`src/rtl/spi_wp_pkg.sv`:
```
package spi_wp_pkg;
    parameter int ADDR_W     = 24;
    parameter int NUM_WIN    = 2;
    parameter int SLOT_W     = 3;
    parameter int DATA_W     = 32;
    localparam int NUM_SLOTS = 1 << SLOT_W;
    localparam int SEL_EN    = 2 * NUM_WIN;
    localparam int SEL_TYPE  = SEL_EN + 1;
    localparam int SEL_CTRL  = SEL_EN + 2;
    localparam int SEL_STAT  = SEL_EN + 3;
    localparam int SEL_ADDR  = SEL_EN + 4;
    localparam int SEL_CMD   = SEL_EN + 5;
    localparam int SEL_W     = $clog2(SEL_CMD + 1);

    typedef struct packed {
        logic [ADDR_W-1:0] base;
        logic [ADDR_W-1:0] limit;
        logic              en;
    } win_t;

    typedef struct packed {
        win_t [NUM_WIN-1:0]   win;
        logic [NUM_SLOTS-1:0] is_write;
        logic                 wr_allow;
        logic                 locked;
    } prot_cfg_t;

    typedef struct packed {
        logic [SLOT_W-1:0] slot;
        logic [ADDR_W-1:0] addr;
        logic              atomic;
    } cmd_t;

    typedef enum logic [1:0] {ST_IDLE, ST_CHECK, ST_RUN} gate_st_t;

    function automatic logic win_hit(input win_t w, input logic [ADDR_W-1:0] a);
        return w.en && (w.base <= w.limit) && (a >= w.base) && (a <= w.limit);
    endfunction
endpackage

```
`src/rtl/spi_wp_regs.sv`:
```
module spi_wp_regs
    import spi_wp_pkg::*;
(
    input  logic              clk,
    input  logic              rst,
    input  logic              wr_en,
    input  logic [SEL_W-1:0]  wr_sel,
    input  logic [DATA_W-1:0] wr_data,
    input  logic              blk_set,
    output prot_cfg_t         cfg,
    output cmd_t              live_cmd,
    output logic              blk_sticky
);
    logic [ADDR_W-1:0]    base_q [NUM_WIN];
    logic [ADDR_W-1:0]    lim_q  [NUM_WIN];
    logic [NUM_WIN-1:0]   en_q;
    logic [NUM_SLOTS-1:0] type_q;
    logic                 allow_q, lock_q, sticky_q;
    logic                 open_wr;

    assign open_wr = wr_en && !lock_q;

    for (genvar i = 0; i < NUM_WIN; i++) begin : g_win
        always_ff @(posedge clk) begin
            if (rst) begin
                base_q[i] <= '0;
                lim_q[i]  <= '0;
            end else if (open_wr) begin
                if (wr_sel == SEL_W'(2*i))   base_q[i] <= wr_data[ADDR_W-1:0];
                if (wr_sel == SEL_W'(2*i+1)) lim_q[i]  <= wr_data[ADDR_W-1:0];
            end
        end
    end

    always_ff @(posedge clk) begin
        if (rst) begin
            en_q     <= '0;
            type_q   <= '0;
            allow_q  <= 1'b0;
            lock_q   <= 1'b0;
            sticky_q <= 1'b0;
            live_cmd <= '0;
        end else begin
            if (open_wr && wr_sel == SEL_W'(SEL_EN))   en_q   <= wr_data[NUM_WIN-1:0];
            if (open_wr && wr_sel == SEL_W'(SEL_TYPE)) type_q <= wr_data[NUM_SLOTS-1:0];
            if (wr_en && wr_sel == SEL_W'(SEL_CTRL)) begin
                allow_q <= wr_data[0];
                if (!lock_q) lock_q <= wr_data[1];
            end
            if (wr_en && wr_sel == SEL_W'(SEL_ADDR)) live_cmd.addr <= wr_data[ADDR_W-1:0];
            if (wr_en && wr_sel == SEL_W'(SEL_CMD)) begin
                live_cmd.slot   <= wr_data[SLOT_W-1:0];
                live_cmd.atomic <= wr_data[SLOT_W];
            end
            if (blk_set)
                sticky_q <= 1'b1;
            else if (wr_en && wr_sel == SEL_W'(SEL_STAT) && wr_data[0])
                sticky_q <= 1'b0;
        end
    end

    always_comb begin
        for (int i = 0; i < NUM_WIN; i++) begin
            cfg.win[i].base  = base_q[i];
            cfg.win[i].limit = lim_q[i];
            cfg.win[i].en    = en_q[i];
        end
        cfg.is_write = type_q;
        cfg.wr_allow = allow_q;
        cfg.locked   = lock_q;
    end
    assign blk_sticky = sticky_q;

    p_lock_freeze_r7: assert property (@(posedge clk) disable iff (rst)
        lock_q |=> lock_q && $stable(type_q) && $stable(en_q) && $stable(base_q[0]) && $stable(lim_q[0]));
    p_sticky_set_r10: assert property (@(posedge clk) disable iff (rst)
        blk_set |=> sticky_q);
endmodule

```
`src/rtl/spi_wp_check.sv`:
```
module spi_wp_check
    import spi_wp_pkg::*;
(
    input  prot_cfg_t cfg,
    input  cmd_t      cmd,
    output logic      block
);
    logic [NUM_WIN-1:0] hit;
    logic               is_wr;

    for (genvar i = 0; i < NUM_WIN; i++) begin : g_hit
        assign hit[i] = win_hit(cfg.win[i], cmd.addr);
    end

    assign is_wr = cfg.is_write[cmd.slot];
    assign block = is_wr && ((|hit) || !cfg.wr_allow);
endmodule

```
`src/rtl/spi_wp_seq.sv`:
```
module spi_wp_seq
    import spi_wp_pkg::*;
(
    input  logic clk,
    input  logic rst,
    input  logic go,
    input  cmd_t live_cmd,
    input  logic block,
    input  logic eng_done,
    output cmd_t snap,
    output logic eng_go,
    output logic sw_done,
    output logic blk_pulse,
    output logic busy
);
    gate_st_t st;

    always_ff @(posedge clk) begin
        if (rst) begin
            st        <= ST_IDLE;
            snap      <= '0;
            eng_go    <= 1'b0;
            sw_done   <= 1'b0;
            blk_pulse <= 1'b0;
        end else begin
            eng_go    <= 1'b0;
            sw_done   <= 1'b0;
            blk_pulse <= 1'b0;
            unique case (st)
                ST_IDLE: if (go) begin
                    snap <= live_cmd;
                    st   <= ST_CHECK;
                end
                ST_CHECK: if (block) begin
                    sw_done   <= 1'b1;
                    blk_pulse <= 1'b1;
                    st        <= ST_IDLE;
                end else begin
                    eng_go <= 1'b1;
                    st     <= ST_RUN;
                end
                ST_RUN: if (eng_done) begin
                    sw_done <= 1'b1;
                    st      <= ST_IDLE;
                end
                default: st <= ST_IDLE;
            endcase
        end
    end

    assign busy = (st != ST_IDLE);

    p_go_one_cycle_r12: assert property (@(posedge clk) disable iff (rst)
        eng_go |=> !eng_go);
    p_go_after_check_r12: assert property (@(posedge clk) disable iff (rst)
        eng_go |-> $past(st) == ST_CHECK);
    p_block_reports_r10: assert property (@(posedge clk) disable iff (rst)
        blk_pulse |-> sw_done && !eng_go);
    p_snap_held_r8: assert property (@(posedge clk) disable iff (rst)
        (st == ST_RUN) |-> $stable(snap));
endmodule

```
`src/rtl/spi_wp_gate.sv`:
```
module spi_wp_gate
    import spi_wp_pkg::*;
(
    input  logic              clk,
    input  logic              rst,
    input  logic              wr_en,
    input  logic [SEL_W-1:0]  wr_sel,
    input  logic [DATA_W-1:0] wr_data,
    input  logic              go,
    input  logic              eng_done,
    output logic              eng_go,
    output logic [SLOT_W-1:0] eng_slot,
    output logic [ADDR_W-1:0] eng_addr,
    output logic              eng_atomic,
    output logic              busy,
    output logic              sw_done,
    output logic              blk_pulse,
    output logic              blk_sticky
);
    prot_cfg_t cfg;
    cmd_t      live_cmd, snap;
    logic      block;

    spi_wp_regs u_regs (
        .clk(clk), .rst(rst), .wr_en(wr_en), .wr_sel(wr_sel), .wr_data(wr_data),
        .blk_set(blk_pulse), .cfg(cfg), .live_cmd(live_cmd), .blk_sticky(blk_sticky)
    );

    spi_wp_check u_check (.cfg(cfg), .cmd(snap), .block(block));

    spi_wp_seq u_seq (
        .clk(clk), .rst(rst), .go(go), .live_cmd(live_cmd), .block(block),
        .eng_done(eng_done), .snap(snap), .eng_go(eng_go), .sw_done(sw_done),
        .blk_pulse(blk_pulse), .busy(busy)
    );

    assign eng_slot   = snap.slot;
    assign eng_addr   = snap.addr;
    assign eng_atomic = snap.atomic;

    p_read_never_blocked_r1: assert property (@(posedge clk) disable iff (rst)
        blk_pulse |-> $past(cfg.is_write[snap.slot]));
endmodule

```
`config.mk`:
```
export PLATFORM = sky130hd
export DESIGN_NAME = spi_wp_gate
export DESIGN_NICKNAME = d
export VERILOG_FILES = /design/src/rtl/spi_wp_pkg.sv /design/src/rtl/spi_wp_regs.sv /design/src/rtl/spi_wp_check.sv /design/src/rtl/spi_wp_seq.sv /design/src/rtl/spi_wp_gate.sv
export SDC_FILE = /design/constraint.sdc
export NUM_CORES = 1
export LEC_CHECK = 0
export ABC_AREA = 1
export BUFFER_PORTS_ARGS = -buffer_cell sky130_fd_sc_hd__buf_2
export CORE_ASPECT_RATIO = 0.6
export CORE_UTILIZATION = 55
export CTS_CLUSTER_SIZE = 20
export DETAILED_ROUTE_END_ITERATION = 10
export PLACE_DENSITY = 0.74
export SLEW_MARGIN = 30
export SYNTH_ARGS = -nofsm -noshare
export SYNTH_HDL_FRONTEND = slang
export SYNTH_SLANG_ARGS = --single-unit
```
`constraint.sdc`:
```
create_clock -name clk -period 4.3 [get_ports clk]
set_input_delay 0.43 -clock clk [delete_from_list [all_inputs] [get_ports clk]]
set_output_delay 0.43 -clock clk [all_outputs]
set_load 0.05 [all_outputs]
```
# Word level (Yosys, flattened, before mapping)
# Memories as Yosys holds them, arrays and structs flattened.
# Index checks and enable logic that the tools add are counted.
# Widths: inputs -> output; s select.
[op_classes] n_lt_le_gt_ge=7 eq_ne=13 n_mux=35 bitwise=5 reduce_logical=26
[op_table] operator="$le 24x24->1" count=4
[op_table] operator="$mux 24" count=4
[op_table] operator="$ge 24x24->1" count=2
[op_table] operator="$mux 1" count=25
[op_table] operator="$eq 4x3->1 const B" count=4
[op_table] operator="$logic_and 1x1->1" count=15
[op_table] operator="$eq 4x2->1 const B" count=2
[op_table] operator="$eq 4x4->1 const B" count=2
[op_table] operator="$mux 2" count=3
[op_table] operator="$pmux 2 s3" count=1
[op_table] operator="$eq 4x1->1 const B" count=1
[op_table] operator="$logic_not 4->1" count=1
[op_table] operator="$lt 3x4->1 const B" count=1
[op_table] operator="$ne 2x2->1 const B" count=2
[op_table] operator="$or 1x1->1" count=4
[op_table] operator="$reduce_and 2->1" count=2
[op_table] operator="$reduce_bool 2->1" count=2
[op_table] operator="$reduce_or 2->1" count=2
[op_table] operator="$bmux 1 s3" count=1
[op_table] operator="$eq 2x1->1 const B" count=1
[op_table] operator="$eq 2x2->1 const B" count=1
[op_table] operator="$logic_not 1->1" count=2
[op_table] operator="$logic_not 2->1" count=1
[op_table] operator="$pmux 1 s2" count=1
[op_table] operator="other kinds (2)" count=2
[totals] reg_bits=74 mem_bits_rw=96 inputBits=41 output_inout_bits=33 wordCells=103 mem_count=2
[memory_table] name="u_regs.base_q" depth=2 width=24 rd=2 rd_clocked_by_memory_dff=0 write_ports=2 line_no="spi_wp_regs.sv:14" text="logic [ADDR_W-1:0] base_q [NUM_WIN];"
[memory_table] name="u_regs.lim_q" depth=2 width=24 rd=2 rd_clocked_by_memory_dff=0 write_ports=2 line_no="spi_wp_regs.sv:15" text="logic [ADDR_W-1:0] lim_q [NUM_WIN];"

# Depth between registers and ports, before layout
# Gate-level depths: netlist (run 1).
[depth] word_depth=9 mapped_depth=17 ltp_nobuf=17

# Hierarchy
# A second synthesis (run 1) with hierarchy kept.
[hier_totals] hier_cells=1273 hier_area_um2=10283.6
[modules_own_cells] module="spi_wp_regs" n_inst=1 cells_each=498 area_each_um2=5187.5 seq_area_each_um2=3703.6
[modules_own_cells] module="spi_wp_check" n_inst=1 cells_each=619 area_each_um2=3807.4 seq_area_each_um2=0.0
[modules_own_cells] module="spi_wp_seq" n_inst=1 cells_each=156 area_each_um2=1288.7 seq_area_each_um2=660.6

# Worst setup path after synthesis (run 1)
# Ideal clock, no wire load.
[synth_timing] kind="reg-to-reg" from="register, netlist name u_seq.snap[16]" to="register u_seq.st[1]" setup_ns=0.116 t_arrival_ns=1.836 required_time_ns=4.184 path_slack_ns=2.348 path_stages_with_launch=13 n_path_buf=0 period_less_slack_ns=1.952 path_cell_list="dfxtp_1 -> ha_1 -> a21o_1 -> nor2_1 -> nand2_1 -> nand2_1 -> nand3_1 -> nand2_1 -> nand4_1 -> nand3_1 -> nand2_1 -> nand2_1 -> a21oi_1"
[synth_between] elab_chain_len=8 elab_cells_between_ends=13 cone_classes="order compare: 4; mux: 2; reduce/logical: 7"
[synth_lines] item="$ge 24x24->1" line_no="spi_wp_pkg.sv:37" text="return w.en && (w.base <= w.limit) && (a >= w.base) && (a <= w.limit);"
[synth_lines] item="$logic_and 1x1->1 (2 in series)" line_no="spi_wp_pkg.sv:37"
[synth_lines] item="$reduce_or 2->1 (*)" line_no="spi_wp_check.sv:16" text="assign block = is_wr && ((|hit) || !cfg.wr_allow);"
[synth_lines] item="$logic_or 1x1->1 (*)" line_no="spi_wp_check.sv:16"
[synth_lines] item="$logic_and 1x1->1 (*)" line_no="spi_wp_check.sv:16"
[synth_lines] item="$mux 2 (*)" line_no="spi_wp_seq.sv:34" text="ST_CHECK: if (block) begin"
[synth_lines] item="$pmux 2 s3 (*)" line_no="spi_wp_seq.sv:29" text="unique case (st)"
[synth_lines] item="to (signal assigned)" line_no="spi_wp_seq.sv:32" text="st <= ST_CHECK;"
[synth_lines] item="to (signal assigned)" line_no="spi_wp_seq.sv:37" text="st <= ST_IDLE;"
[synth_lines] item="to (signal assigned)" line_no="spi_wp_seq.sv:40" text="st <= ST_RUN;"
[synth_lines] item="to (decl)" line_no="spi_wp_seq.sv:16" text="gate_st_t st;"
# Mark *: on every way between the ends. The rest lies on a longest branch, timed or not.
# A chain may end at the register's enable or synchronous reset.

==> flow_summary_export.csv, run 1 <==
group,metric,value,unit
floorplanning,rows,37,
clocking,h-tree-depth,4,
synthesis,synth.top_cells.by_area,"edfxtp_1, ha_1, dfxtp_1",
synthesis,dominantRegCellSynth,"edfxtp_1",
routing,viasPerCell,5.36,
synthesis,synthArstFlopShare,0,
setup_path,cpMaxStageDelayCell,"edfxtp_1",
routing,drt-pass1-iter-count,5,
final_layout,fillCellCount,1460,
timing,skew,0.0108,ns
synthesis,netlist_area,9820,um^2
synthesis,ys_seq_elements,170,
timing,hold_viol,0,
floorplanning,die_width,175,um
synthesis,ys_warn_count,0,
synthesis,synth-seq-area-share,0.444,
timing,fin_crit_sh,0.528,
setup_path,worst-setup-path-type,"reg2reg",
placement,routabilityCongestion,0.854,
clocking,cts_tree,"done",
floorplanning,fp.dieArea,18400,um^2
final_layout,final_cells,1474,
synthesis,synth_most_common_cell,"nor2_1",
timing,grt_setup_unrepaired,"false",
setup_path,worst_path_largest_cell_delay,0.39,ns
final_layout,regArea,4360,um^2
timing,tightest_slew,0.796,ns
final_layout,num_antenna_cells,0,
final_layout,area_growth,11.8,%
synthesis,syn_nets,1350,
routing,drc_errors,0,
clocking,cts_buffers,17,
setup_path,worstPathArrival,2.59,ns
routing,drt_iter0_markers,699,
timing,fin_setup_tns,0,ns
timing,slew_headroom,0.465,
clocking,root_buffer,"clkbuf_16",
global_route,grt_pass1_wl,38900,um
power,power_density,387,nW/um^2
clocking,clock_sinks,170,
synthesis,synthDominantCellAreaShare,0.293,
timing,fin_hold_ws,0.252,ns
power,ir_drop,0.275,mV
timing,maxClockFrequency,440,MHz
synthesis,synth_common_cells,"nor2_1, nand2_1, inv_1",
placement,port_buffers,65,
global_route,grt_pass1_vias,7397,
final_layout,multi_input_comb_area,4630,um^2
global_route,grt_use_total,0.277,
clocking,cts_setup_buffers,0,
setup_path,worstReg2RegStart,"u_regs.base_q[0][15]",
min_path,holdCritStartpoint,"rst",
power,leakagePower,5.53,nW
global_route,grt_overflow_total,0,
run,drv_cap,0,
min_path,hold_class,"in2reg",
setup_path,worst-r2r-cell-count,12,
routing,postRouteAntennaNets,0,
placement,dp.cells,1442,
setup_path,critical_path_buf_inv_count,0,
status,outcome,"complete, no violations",
synthesis,synth_edf_count,96,
setup_path,worstSetupStartpointType,"register",
setup_path,startpoint,"u_regs.base_q[0][15]",
clocking,clock_latency,0.44,ns
timing,finalSetupViolCount,0,
setup_path,crit_fanout,2,
power,power,0.00425,W
setup_path,critical_path.top_delay_family,"simple AND/OR/NAND/NOR gates",
timing,slew_viol_final,0,
clocking,postCtsHoldBufs,0,
setup_path,required,4.62,ns
floorplanning,core-area,17300,um^2
global_route,antenna_found_initial,0,
setup_path,crit_path_cell_trace,"ha_1 -> nand2_1 -> nor2_1 -> nand4_1 -> nor2_1 -> nand2_1 -> nand3_1 -> nand2_1 -> nand4_1 -> nand3_1 -> nand3_1 -> a21oi_1",
routing,via_count,7903,
timing,min_period,2.27,ns
setup_path,end_kind,"register",
floorplanning,die_h,106,um
routing,wirelength,24300,um
placement,dp_hpwl,17200,um
min_path,hold_depth,2,
setup_path,critical_path_depth,12,
clocking,clk_path_buf_depth,2,
synthesis,synth_cells,1162,
final_layout,drive_gt1_frac,0.0903,
routing,wl_per_cell,16.5,um
final_layout,final_nets,1415,
global_route,grt_max_degree,66,
synthesis,synth_area_leader_cell,"edfxtp_1",
floorplanning,start_util,0.567,
floorplanning,pin_count,74,
clocking,cts_resized,0,
synthesis,syn_area_per_cell,8.45,um^2
clocking,clk_pin_slew,0.07,ns
synthesis,ys_types,22,
[cells by family after synthesis]
family | synth area share
AND/OR/NAND/NOR | 0.176
buffers and inverters | 0.0867
flip-flops | 0.444
adder cells (fa/ha/maj) | 0.187
AO/OA/AOI/OAI | 0.105
[stage by stage]
stage	setup slack, ns	utilization	cell area (um^2)
final	2.03	0.634	11000
after global routing	1.83	0.634	11000
after CTS	2.06	0.634	11000
after detailed placement	1.92	0.598	10400
after global placement	1.79	0.597	10300
after floorplan	2.35	-	9820
[per-layer routing]
metal / track usage / routed length (um) / vias up / part of all wire
li1: - / - / 3937 / -
met1: 0.427 / 12200 / 3633 / 0.50
met2: 0.401 / 9790 / 305 / 0.40
met3: 0.0516 / 2110 / 28 / 0.087
met4: 0.0547 / 220 / 0 / 0.0090
met5: 0 / 0 / - / 0
[worst reg2reg max path, delay by kind of cell (launching register included)]
family,cells,cell delay (ns)
AOI/OAI and AO/OA,1,0.08
adders and majority gates,1,0.31
and+or+nand+nor,10,1.37
DFF,1,0.39
[state kept, by name, summed over array words and instances, names as in the netlist]
| signal | count |
|---|---|
| u_seq.snap | 28 |
| u_regs.allow_q | 1 |
| u_regs.lock_q | 1 |
| u_seq.sw_done | 1 |
| u_regs.lim_q | 48 |
| u_regs.live_cmd | 28 |
| u_seq.st | 2 |
| u_regs.blk_sticky | 1 |
| u_regs.en_q | 2 |
| u_regs.base_q | 48 |
| u_regs.type_q | 8 |
| u_seq.blk_pulse | 1 |
| u_seq.eng_go | 1 |
[final cells by class]
| class | instances | share of cell area |
|---|---|---|
| multi-input combinational | 782 | 0.422 |
| sequential | 170 | 0.398 |
| inverter | 183 | 0.0626 |
| clock buffer | 19 | 0.0423 |
| timing repair buffer | 73 | 0.0351 |
| tap | 234 | 0.0267 |
| clock inverter | 13 | 0.0141 |
[cell usage in the layout, fill, tap and decap left out, types with 5 or more instances in the layout]
cell type and count:
a21o_1 6, a21oi_1 103, buf_2 65, buf_4 8, clkbuf_16 18, dfxtp_1 74, edfxtp_1 96, ha_1 147
inv_1 180, nand2_1 198, nand3_1 19, nand4_1 11, nor2_1 201, o21a_1 5, o21ai_0 78
[worst paths after layout]
check	slack (ns)	to
worst max-delay path	2.03	u_seq.sw_done
worst max register to register	2.03	u_seq.sw_done
worst min-delay path	0.25	u_seq.st[1]
worst min register to register	0.45	u_regs.blk_sticky
[power breakdown]
| part | leakage [nW] | internal (W) | switching [W] |
|---|---|---|---|
| clock network | 0.302 | 0.000924 | 0.000710 |
| logic | 3.71 | 0.000235 | 0.000495 |
| registers | 1.52 | 0.00181 | 0.0000793 |
| total | 5.53 | 0.00296 | 0.00128 |
(Power assumes the default switching activity.)
==> run 2, diff against run 1 <==
- ABC_AREA: 1 -> 0
- PLACE_DENSITY: 0.74 -> 0.77
- clock period: 4.3 -> 1.85 ns (I/O delays scaled with it)
==> run 2 against run 1 <==
Against the previous run: global-route usage grew 3.1 points; utilization is 7.0 points higher; first-iteration DRC count increased by 2.1%; critical path depth fell by 2; final cell count decreased by 4.0%; sequential share of layout area fell by 3.3 points; largest power group unchanged; setup slack worse by 2.6 ns; the flow now finishes with violations (setup timing); register-to-register slack got worse by 2.6 ns; fmax fell by 4.6%; largest cell class unchanged; clock skew about the same; sequential power increased by 120%.
==> flow_summary_export.csv, run 2 <==
group,metric,value,unit
status,outcome,"finished with violations",
status,failed_checks,"setup timing",
power,ir_drop,0.545,mV
global_route,antenna_found_initial,0,
final_layout,num_antenna_cells,0,
routing,wl_met1,12900,um
final_layout,largestRegisters,"u_regs.base_q: 48 flops, u_regs.lim_q: 48 flops",
run,drv_cap,0,
power,pwr-share-clk,0.404,
timing,slew_headroom,0.664,
routing,wl_met3,2720,um
placement,port_buffers,65,
routing,viasPerCell,5.61,
timing,maxClockFrequency,420,MHz
synthesis,synth_most_common_cell,"nand2_1",
synthesis,dominantRegCellSynth,"edfxtp_1",
floorplanning,start_util,0.564,
timing,skew,0.0109,ns
routing,drt_iter0_markers,714,
timing,layout_setup_ws,-0.531,ns
routing,wl_per_cell,19.1,um
synthesis,synth.top_cells.by_area,"edfxtp_1, ha_1, dfxtp_1",
placement,dp.cells,1379,
synthesis,syn_nets,1190,
final_layout,final_common_cell,"nand2_1",
final_layout,area_growth,24.8,%
global_route,grt_overflow_total,0,
final_layout,layout_common_cells,"nand2_1, ha_1, buf_4",
synthesis,netlist_area,9710,um^2
setup_path,worstSetupStartpointType,"register",
final_layout,regArea,4410,um^2
floorplanning,fp.dieArea,18200,um^2
setup_path,end_kind,"register",
timing,slew_viol_final,0,
power,p_int,0.00659,W
timing,finalSetupViolCount,4,
synthesis,synth_area_leader_cell,"edfxtp_1",
synthesis,synthDominantCellAreaShare,0.297,
global_route,grt_pass1_vias,7813,
floorplanning,pin_count,74,
final_layout,drive_gt1_frac,0.242,
placement,dp_hpwl,19700,um
placement,place_area,11200,um^2
global_route,grt_max_degree,72,
clocking,cts_tree,"done",
synthesis,synth_edf_count,96,
routing,drc_errors,0,
clocking,clock_latency,0.44,ns
clocking,h-tree-depth,4,
power,net-switching-power,0.00245,W
synthesis,ys_warn_count,0,
setup_path,worst-setup-path-type,"reg2reg",
power,power_density,746,nW/um^2
timing,fin_hold_ws,0.0245,ns
routing,wirelength,27000,um
floorplanning,core-area,17200,um^2
setup_path,worstPathArrival,2.73,ns
power,leakagePower,5.51,nW
floorplanning,rows,37,
routing,drt-pass1-iter-count,5,
placement,routabilityCongestion,0.924,
final_layout,final_cells,1415,
synthesis,syn_area_per_cell,9.69,um^2
routing,postRouteAntennaNets,0,
timing,hold_viol,0,
setup_path,required,2.20,ns
synthesis,ys_seq_elements,170,
timing,fin_setup_tns,-1.97,ns
timing,grt_setup_unrepaired,"true",
synthesis,synth_common_cells,"nand2_1, ha_1, a21oi_1",
synthesis,synth_cells,1002,
global_route,grt_pass1_wl,42500,um
min_path,hold_class,"in2reg",
clocking,clk_path_buf_depth,2,
clocking,root_buffer,"clkbuf_16",
final_layout,final_area,12100,um^2
clocking,clk_pin_slew,0.07,ns
setup_path,crit_fanout,2,
synthesis,synthArstFlopShare,0,
final_layout,fillCellCount,1284,
clocking,postCtsHoldBufs,0,
floorplanning,die_width,174,um
global_route,grt_use_total,0.308,
power,switching_share,0.271,
synthesis,ys_types,46,
routing,via_count,7938,
routing,wl_met2,11100,um
synthesis,synth-seq-area-share,0.449,
timing,fin_crit_sh,1.29,
setup_path,r2r_slack,-0.53,ns
floorplanning,die_h,105,um
timing,tightest_slew,0.499,ns
routing,highest_layer,"met4",
final_layout,final_nets,1356,
clocking,cts_buffers,17,
clocking,clock_sinks,170,
final_layout,multi_input_comb_area,5210,um^2
power,p_comb_frac,0.131,
timing,min_period,2.38,ns
power,seq_power_share,0.465,
-- run 2: through the flow --
step | worst slack [ns] | power [W] | util
2_1_floorplan | -0.295 | 0.00485 | -
3_3_place_gp | -0.514 | 0.00531 | 0.651
3_5_place_dp | -0.598 | 0.00536 | 0.651
4_1_cts | -0.494 | 0.00898 | 0.694
5_1_grt | -0.644 | 0.00932 | 0.704
6_report | -0.531 | 0.00904 | 0.704
-- run 2: power by group through the flow --
stage | logic (W) | clock network (W) | registers (W)
after global placement | 0.00103 | 0 | 0.00428
final | 0.00118 | 0.00365 | 0.00420
after CTS | 0.00112 | 0.00365 | 0.00420
after detailed placement | 0.00107 | 0 | 0.00428
after floorplan | 0.000571 | 0 | 0.00428
after global routing | 0.00129 | 0.00380 | 0.00422
-- run 2: kinds of logic after synthesis --
family,share of synthesized area
buffers and inverters,0.0506
and+or+nand+nor,0.184
muxes,0.0149
DFF,0.449
adders and majority gates,0.189
AOI/OAI and AO/OA,0.112
-- run 2: path summary, 6_finish.rpt --
path	to	start	depth (start not counted)
max	u_seq.st[1]	u_regs.base_q[1][0]	10
min	u_regs.live_cmd[17]	wr_data[16]	3
max reg2reg	u_seq.st[1]	u_regs.base_q[1][0]	10
min reg2reg	u_seq.snap[2]	u_regs.live_cmd[2]	2
-- run 2: worst max-delay path, stage by stage (launching register included) --
cell and delay, ns:
edfxtp_1 0.40, ha_1 0.29, nand2b_4 0.14, a211oi_2 0.18, buf_4 0.16, o211ai_1 0.12, a221o_1 0.41, o21ai_2 0.15
a32o_2 0.17, o22ai_2 0.09, o31ai_1 0.18
-- run 2: area by class of cell --
| class | count | share of cell area |
|---|---|---|
| well taps | 234 | 0.0242 |
| repair buffers | 176 | 0.101 |
| clock buffers | 21 | 0.0416 |
| flip-flops and latches | 170 | 0.364 |
| clock inverters | 11 | 0.00754 |
| inverters | 102 | 0.0316 |
| multi-input cells | 701 | 0.430 |
-- run 2: timing repair --
| item | in CTS | in global routing |
|---|---|---|
| pin swaps | 14 | 12 |
| endpoints found under the setup margin | 4 | 4 |
| setup buffers | 1 | 3 |
| gates resized for setup | 28 | 21 |
-- run 2: layer usage --
metal	track usage	up-vias
met3	0.0735	30
met1	0.463	3730
met2	0.442	346
li1	-	3832
met4	0.0708	0
met5	0	-
==> run 3, diff against run 2 <==
- CTS_CLUSTER_SIZE: 20 -> not set
- HOLD_SLACK_MARGIN: not set -> 0.12
==> run 3 against run 2 <==
Against the previous run: the run still ends with setup timing left; clock power barely moved; combinational power up 4%; utilization up 1.6 points; setup slack about the same; die area stayed put; wire length increased by 0.81%; sequential cell count unchanged; final cell count rose by 2.0%; critical path type unchanged; critical endpoint is now u_seq.sw_done.
==> flow_summary_export.csv, run 3 (synthesized netlist as in run 2, its figures left out) <==
group,metric,value,unit
status,outcome,"finished with violations",
status,failed_checks,"setup timing",
routing,viasPerCell,5.59,
floorplanning,die_width,174,um
setup_path,crit_fanout,2,
power,leakagePower,5.63,nW
final_layout,utilization,0.720,
final_layout,final_area,12400,um^2
clocking,root_buffer,"clkbuf_16",
clocking,clk_pin_slew,0.07,ns
floorplanning,start_util,0.564,
final_layout,layout_common_cells,"nand2_1, ha_1, buf_4",
setup_path,critical_path_buf_inv_count,1,
power,switching_share,0.271,
timing,grt_setup_unrepaired,"true",
setup_path,crit_path_cell_trace,"ha_1 -> nand2b_4 -> a211oi_2 -> buf_4 -> o211ai_1 -> a221o_1 -> o21ai_2 -> a32o_2 -> o22a_1 -> o21ai_1",
final_layout,largestRegisters,"u_regs.base_q: 48 flops, u_regs.lim_q: 48 flops",
setup_path,worst_path_largest_cell_delay,0.41,ns
power,seq_power_share,0.463,
global_route,grt_max_degree,72,
timing,layout_setup_ws,-0.531,ns
floorplanning,fp.dieArea,18200,um^2
final_layout,final_common_cell,"nand2_1",
clocking,clk_path_buf_depth,2,
power,p_int,0.00663,W
routing,drc_errors,0,
global_route,grt_pass1_vias,7924,
routing,wl_per_cell,18.8,um
placement,dp_hpwl,19700,um
global_route,grt_use_total,0.310,
setup_path,worstPathArrival,2.71,ns
timing,skew,0.0101,ns
placement,place_area,11200,um^2
clocking,clock_sinks,170,
setup_path,worst-setup-path-type,"reg2reg",
routing,via_count,8073,
setup_path,end_kind,"register",
timing,slew_viol_final,0,
global_route,grt_pass1_wl,43000,um
floorplanning,die_h,105,um
clocking,cts_tree,"done",
floorplanning,pin_count,74,
clocking,clock_latency,0.44,ns
power,pwr-share-clk,0.402,
global_route,grt_overflow_total,0,
timing,maxClockFrequency,420,MHz
routing,drt-pass1-iter-count,5,
timing,slew_headroom,0.679,
timing,fin_crit_sh,1.29,
setup_path,worstSetupStartpointType,"register",
clocking,cts_buffers,17,
power,p_comb_frac,0.135,
floorplanning,core-area,17200,um^2
power,power_density,733,nW/um^2
placement,routabilityCongestion,0.924,
global_route,antenna_found_initial,0,
timing,finalSetupViolCount,4,
routing,wirelength,27200,um
placement,port_buffers,65,
power,ir_drop,0.544,mV
routing,postRouteAntennaNets,0,
final_layout,num_antenna_cells,0,
timing,tightest_slew,0.476,ns
setup_path,required,2.18,ns
timing,min_period,2.38,ns
power,net-switching-power,0.00246,W
final_layout,final_nets,1384,
final_layout,area_growth,27.6,%
final_layout,drive_gt1_frac,0.237,
setup_path,critical_path.top_delay_family,"compound AO/OA/AOI/OAI gates",
min_path,hold_class,"in2reg",
run,drv_cap,0,
routing,drt_iter0_markers,740,
floorplanning,rows,37,
timing,hold_viol,0,
setup_path,cpMaxStageDelayCell,"a221o_1",
clocking,h-tree-depth,4,
==> run 3: stage by stage <==
stage	instances	total power [W]	hold WS, ns	setup TNS [ns]	worst slack, ns
floorplan	1002	0.00485	0.321	-1.08	-0.295
global placement	1379	0.00531	0.429	-1.95	-0.514
detailed placement	1379	0.00536	0.435	-2.22	-0.598
CTS	1440	0.00902	0.122	-1.78	-0.494
global route	1443	0.00936	0.127	-2.33	-0.644
finish	1443	0.00908	0.129	-1.98	-0.531
==> run 3: worst min-delay path, stage by stage <==
cell,delay (ns)
buf_2,0.18
nand3_1,0.11
a21oi_1,0.06
==> run 3: power by group through the flow <==
stage | Combinational [W] | Sequential (W) | Clock [W]
after floorplan | 0.000571 | 0.00428 | 0
after global placement | 0.00103 | 0.00428 | 0
after detailed placement | 0.00107 | 0.00428 | 0
after CTS | 0.00117 | 0.00420 | 0.00365
after global routing | 0.00134 | 0.00422 | 0.00380
final | 0.00123 | 0.00420 | 0.00365
==> run 3: cell type report <==
| cell class | count | area, um^2 |
|---|---|---|
| Sequential cell | 170 | 4410 |
| Clock buffer | 21 | 504 |
| Inverter | 102 | 383 |
| Tap cell | 234 | 293 |
| Clock inverter | 11 | 91.3 |
| Multi-Input combinational cell | 701 | 5210 |
| Timing Repair Buffer | 204 | 1510 |
| Fill cell | 1250 | 4820 |
==> run 3: repair_timing <==
action,4_1_cts,5_1_grt
endpoints found under the hold margin,88,0
pin swaps,14,12
hold buffers,28,0
buffers inserted,1,3
resized for setup,28,21
setup endpoints to repair,4,4
==> run 3: worst paths after layout <==
check / start / endpoint / slack (ns) / depth (start not counted)
hold / removal: wr_sel[0] / u_regs.live_cmd[0] / 0.13 / 3
hold reg to reg: u_regs.live_cmd[11] / u_seq.snap[11] / 0.44 / 2
setup / recovery: u_regs.base_q[1][0] / u_seq.sw_done / -0.53 / 10
setup reg to reg: u_regs.base_q[1][0] / u_seq.sw_done / -0.53 / 10
==> run 3: routing by layer <==
metal  up-vias  wire (um)  global-route usage
met1      3810      13000               0.464
met2       343      11200               0.447
li1       3894          -                   -
met3        26       2710              0.0764
met5         -          0                   0
met4         0        279              0.0708
